[src/rtl/bcd_alarm_match.sv]
module bcd_alarm_match #(
  parameter int DW = 8,
  parameter int AW = 3
) (
  input  logic          clk,
  input  logic          rst_n,
  input  logic          reg_wr,
  input  logic [AW-1:0] reg_addr,
  input  logic [DW-1:0] reg_wdata,
  output logic [DW-1:0] reg_rdata,
  input  logic          sec_tick,
  input  logic [DW-1:0] now_sec,
  input  logic [DW-1:0] now_min,
  input  logic [DW-1:0] now_hour,
  input  logic [DW-1:0] now_day,
  input  logic [DW-1:0] now_mon,
  input  logic [DW-1:0] now_year,
  output logic          alarm_irq,
  output logic          alarm_pending
);
  localparam int NF     = 6;
  localparam int CW     = NF + 1;
  localparam int STAT_A = NF + 1;

  logic [CW-1:0]          ctrl;
  logic [NF-1:0][DW-1:0]  alm;
  logic [NF-1:0][DW-1:0]  now;
  logic [NF-1:0]          hit;
  logic                   fire;
  logic                   clr;

  assign now = {now_year, now_mon, now_day, now_hour, now_min, now_sec};

  for (genvar i = 0; i < NF; i++) begin : g_cmp
    assign hit[i] = !ctrl[i+1] || (alm[i] == now[i]);
  end

  assign fire = sec_tick && ctrl[0] && (|ctrl[CW-1:1]) && (&hit);
  assign clr  = reg_wr && (reg_addr == AW'(STAT_A)) && reg_wdata[0];

  always_ff @(posedge clk or negedge rst_n) begin
    if (!rst_n) begin
      ctrl <= '0;
      alm  <= '0;
    end else if (reg_wr) begin
      if (reg_addr == '0) ctrl <= reg_wdata[CW-1:0];
      for (int i = 0; i < NF; i++)
        if (reg_addr == AW'(i + 1)) alm[i] <= reg_wdata;
    end
  end

  always_ff @(posedge clk or negedge rst_n) begin
    if (!rst_n) begin
      alarm_irq     <= 1'b0;
      alarm_pending <= 1'b0;
    end else begin
      alarm_irq     <= fire;
      alarm_pending <= fire || (alarm_pending && !clr);
    end
  end

  always_comb begin
    reg_rdata = '0;
    if (reg_addr == '0) reg_rdata = DW'(ctrl);
    if (reg_addr == AW'(STAT_A)) reg_rdata = DW'(alarm_pending);
    for (int i = 0; i < NF; i++)
      if (reg_addr == AW'(i + 1)) reg_rdata = alm[i];
  end

  assert_tick_only_R3: assert property (@(posedge clk) disable iff (!rst_n)
    alarm_irq |-> $past(sec_tick));
  assert_master_gate_R5: assert property (@(posedge clk) disable iff (!rst_n)
    alarm_irq |-> $past(ctrl[0]));
  assert_some_field_R6: assert property (@(posedge clk) disable iff (!rst_n)
    alarm_irq |-> ($past(ctrl[CW-1:1]) != '0));
  assert_pending_set_R8: assert property (@(posedge clk) disable iff (!rst_n)
    alarm_irq |-> alarm_pending);
  assert_pending_clear_R8: assert property (@(posedge clk) disable iff (!rst_n)
    clr |=> (!alarm_pending || alarm_irq));
  assert_zero_ctrl_R9: assert property (@(posedge clk) disable iff (!rst_n)
    (reg_wr && reg_addr == '0 && reg_wdata == '0) |=> ##1 !alarm_irq);
endmodule

[config.mk]
export PLATFORM = sky130hd
export DESIGN_NAME = bcd_alarm_match
export DESIGN_NICKNAME = d
export VERILOG_FILES = /design/src/rtl/bcd_alarm_match.sv
export SDC_FILE = /design/constraint.sdc
export NUM_CORES = 1
export LEC_CHECK = 0
export BUFFER_PORTS_ARGS = -buffer_cell sky130_fd_sc_hd__clkbuf_2
export CORE_AREA = 5 5 115 117
export CTS_CLUSTER_SIZE = 30
export DETAILED_ROUTE_END_ITERATION = 16
export DIE_AREA = 0 0 120 122
export PLACE_DENSITY = 0.43
export SLEW_MARGIN = 40
export SYNTH_ARGS = -nofsm -noshare
export SYNTH_HDL_FRONTEND = slang
export SYNTH_SLANG_ARGS = --single-unit
[constraint.sdc]
create_clock -name clk -period 2.2 [get_ports clk]
set_input_delay 0.44 -clock clk [delete_from_list [all_inputs] [get_ports clk]]
set_output_delay 0.44 -clock clk [all_outputs]
set_load 0.02 [all_outputs]
Word-level counts from Yosys, hierarchy flattened
Index checks and enable logic that the tools add are counted.

word-level totals
  input bits = 63
  logic and storage cells = 60
  flip-flop bits (word level) = 57
  output and inout bits = 10

cells by class
  equality and inequality tests = 13
  multiplexer cells = 8
  reduce and logical (&&, ||, !) cells = 30

operators with widths
  cell                                                             number
  8-bit 2-to-1 mux                                                 7
  8-bit == test                                                    6
  2-bit AND reduction                                              7
  3-bit == test, second input constant                             4
  1-bit zero test                                                  7
  1-bit logical OR                                                 7
  7-bit 2-to-1 mux                                                 1
  3-bit by 2-bit == test with 1-bit output, second input constant  2
  1-bit logical AND                                                6
  6-bit AND reduction                                              1
  6-bit OR reduction                                               1
  3-bit by 1-bit == test with 1-bit output, second input constant  1
  3-bit zero test                                                  1

Logic depth before layout (Yosys ltp)
  depth after elaboration = 9
  gate-level depth with buffers = 6
  gate-level depth less buffers = 5

Worst setup path before layout
Ideal clock, no wire load.

  path kind = in2out
  from = input port reg_addr[1]
  to = output port reg_rdata[7]
  buffers on the path = 2
  setup slack = 0.323 ns
  required time = 1.760 ns
  arrival = 1.437 ns
  cell stages on the path = 5
  cells stage by stage = buf_6 > buf_6 > mux2_2 > a221oi_1 > a21oi_1

on the way
  word-level cells in the longest chain between the ends = 7
  elaborated cells on any way between the ends = 12
  classes of those cells = 6 x eq/ne; 6 x mux

ends and longest elaborated chain
  what                                      RTL line  text
  start: declaration                        8         input logic [AW-1:0] reg_addr,
  3-bit by 1-bit == test with 1-bit output  67        if (reg_addr == AW'(i + 1)) reg_rdata = alm[i];
  8-bit 2-to-1 mux (5 in series)            67
  8-bit 2-to-1 mux *                        67
  end: declaration                          10        output logic [DW-1:0] reg_rdata,

Every way passes the cells marked *; elsewhere a longest branch is shown, timed or not.

Worst setup path after layout
  from = input port reg_addr[0]
  to = output port reg_rdata[1]

on the way
  word-level cells in the longest chain between the ends = 9
  elaborated cells on any way between the ends = 16
  classes of those cells = 7 x eq/ne; 8 x mux; 1 x reduce/logical

ends and longest elaborated chain
  what                            RTL line  text
  3-bit zero test                 64        if (reg_addr == '0) reg_rdata = DW'(ctrl);
  7-bit 2-to-1 mux                64
  8-bit 2-to-1 mux                65        if (reg_addr == AW'(STAT_A)) reg_rdata = DW'(alarm_pending);
  8-bit 2-to-1 mux (5 in series)  67
  8-bit 2-to-1 mux *              67

Marks and branches as above.

==> reports/metrics.yaml <==
clock_tree:
  cts-htree-levels: 3
  numClockSinks: 57
  cts_root_buf: "clkbuf_16"
  ctsLongestPathBuffers: 2
  path_clk_slew_ns: 0.06
  cts_setup_buffers: 0
  cts-hold-fix-buffers: 0
  clock_latency_ns: 0.32
  cts_tree: "built"
  numCtsBuffers: 9
die:
  die_w_um: 120
  die_area_um2: 14640
  die_h_um: 122
  num_rows: 41
  initial_core_util_pct: 26.78
  core_area_um2: 12260
  io_pins: 73
critical_path:
  cpPeakStageDelay_ns: 0.26
  crit_type: "in -> out"
  arrival_ns: 1.65
  cp-start-kind: "input port"
  crit_fanout: 11
  slowest_stage: "o21ai_0"
  critPathBufInv: 3
  critPathTopFamily: "buffers and inverters"
  endpoint_kind: "primary output"
  cp.required_ns: 1.76
  crit_path_cell_trace: "clkbuf_4, inv_1, nor2_4, a21oi_1, o21ai_0, clkbuf_2"
finish:
  drive_gt1_share_pct: 46.44
  antenna_cells: 0
  nFillCells: 1249
  area_growth_pct: 28.24
  final_common_cell: "clkbuf_2"
  design_area_um2: 4210
  num-nets-final: 410
  final_cell_mix: "clkbuf_2 (71), dfrtp_1 (57), xnor2_1 (48), mux2_2 (48)"
  post-route-util_pct: 34.34
synth:
  synthesis.nets: 325
  ys.flop_type: "dfrtp_1"
  synth_area_um2: 3283
  syn_inst: 262
  synth_cell_type_count: 35
  syn_area_per_cell_um2: 12.53
  synthArstFlopShare_pct: 100.0
  synth_edf_count: 0
  synth-seq-cells: 57
  synth_warnings: 0
  yosysSeqAreaShare_pct: 43.45
timing:
  rsz0062_at_grt: "false"
  drv_slew: 0
  setup_viol: 0
  tightest_slew_ns: 0.4946
  fin_crit_sh_pct: 94.80
  period_needed_ns: 2.086
  hold_viol: 0
  relSlewSlack_pct: 66.92
  finClkSkew_ns: 0.006066
  timing.final.ws_setup_ns: 0.1144
  fmax_mhz: 479.5
placed_design:
  port_buffers: 72
  place.gp.congestion: 0.7718
  placed_area_um2: 3908
  dp_hpwl_um: 7681
  dp_slack_ns: -0.01779
power:
  power_density_nw_per_um2: 923.3
  finalPower_mw: 3.887
  power_frac_comb_pct: 24.6
  p_sw_share_pct: 29.18
  power_frac_clock_pct: 36.0
  p_leak_nw: 1.815
  ir_worst_vdd_mv: 0.3823
  internal_power_mw: 2.753
  seqPwrFrac_pct: 39.4
  switching_power_mw: 1.134
global_route:
  grt_use_total_pct: 13.76
  grt_pass1_wl_um: 15230
  overflow: 0
  grt_pass1_vias: 2632
  grt_max_degree: 58
  grt_antenna_before_repair: 0
status:
  status: "complete, no violations"
drt:
  routed_wl_um: 9777
  drc_errors: 0
  wire_per_inst_um: 19.51
  initialDrtViolationCount: 147
  vias: 2368
  antenna_left: 0
  via_per_inst: 4.727
  drtPass1Iterations: 4
job:
  drv_cap: 0
min_path:
  hold_class: "in -> async"
[sequential cells by signal, summed over array words and instances, names as in the netlist]
name	count
alarm_irq	1
alm	48
alarm_pending	1
ctrl	7
[routing by layer]
| layer | track usage (%) | vias up | part of all wire, % |
|---|---|---|---|
| li1 | - | 1129 | - |
| met2 | 22.62 | 48 | 48 |
| met5 | 0 | - | 0 |
| met4 | 3.651 | 0 | 0.78 |
| met1 | 18.36 | 1186 | 47 |
| met3 | 3.110 | 5 | 3.8 |
[synthesized netlist by cell type (all sizes together) (2+ instances only)]
master | instances | share of area [%]
o32ai | 2 | 0.53
mux2 | 56 | 20
xnor2 | 48 | 13
o21ai | 14 | 2.1
nor3 | 3 | 1.5
inv | 2 | 0.23
nand2 | 9 | 1.1
nor2 | 11 | 1.5
dfrtp | 57 | 43
mux4 | 6 | 4.7
mux2i | 8 | 2.4
nand4 | 13 | 2.5
a21oi | 9 | 1.4
buf | 9 | 2.1
nand3 | 4 | 0.91
[metrics by stage]
| stage | TNS [ns] | std cells | hold slack, ns |
|---|---|---|---|
| floorplan | 0 | 262 | 0.1444 |
| global placement | 0 | 486 | 0.4758 |
| detailed placement | -0.05483 | 486 | 0.4755 |
| CTS | 0 | 501 | 0.1281 |
| global route | 0 | 501 | 0.1461 |
| finish | 0 | 501 | 0.09681 |
[path summary, 6_finish.rpt]
path	startpoint	end	slack [ns]	cells past startpoint
max	reg_addr[0]	reg_rdata[1]	0.11	6
max reg2reg	ctrl[6]$_DFFE_PN0P_	alarm_pending$_DFF_PN0_	0.64	4
min	rst_n	alm[25]$_DFFE_PN0P_	0.1	2
min in group clk	reg_wdata[3]	alm[19]$_DFFE_PN0P_	0.48	2
min reg2reg	ctrl[3]$_DFFE_PN0P_	ctrl[3]$_DFFE_PN0P_	0.56	1
max in group asynchronous	rst_n	alm[45]$_DFFE_PN0P_	1.79	2
[what timing repair did]
item	4_1_cts	5_1_grt
pin swaps	0	1
cloned	0	0
resized for setup	1	1
endpoints found under the setup margin	4	2
[power by group through the flow]
stage / Sequential, mW / Combinational [mW] / Clock [mW]
after CTS: 1.53 / 0.975 / 1.43
after floorplan: 1.47 / 0.671 / 0
final: 1.53 / 0.957 / 1.40
after global routing: 1.57 / 1.05 / 1.48
after detailed placement: 1.55 / 0.968 / 0
after global placement: 1.55 / 0.964 / 0
[final cells by class]
cell class / count / area, um^2 / share of cell area (%)
Sequential cell: 57 / 1426 / 33.88
Multi-Input combinational cell: 194 / 1780 / 42.29
Tap cell: 150 / 187.7 / 4.458
Timing Repair Buffer: 83 / 511.7 / 12.15
Inverter: 2 / 7.507 / 0.1783
Clock buffer: 12 / 256.5 / 6.092
Clock inverter: 3 / 40.04 / 0.9510
[cell families (layout without fill, tap and decap cells)]
group	count (synthesis)	count (layout)	share of synthesized area, %
simple gates	45	45	8.576
mux	70	70	27.25
buf+inv	11	100	2.324
xor+xnor	48	48	12.80
flops	57	57	43.45
compound gates	31	31	5.602
No activity file was read; power rests on OpenSTA's default activity.
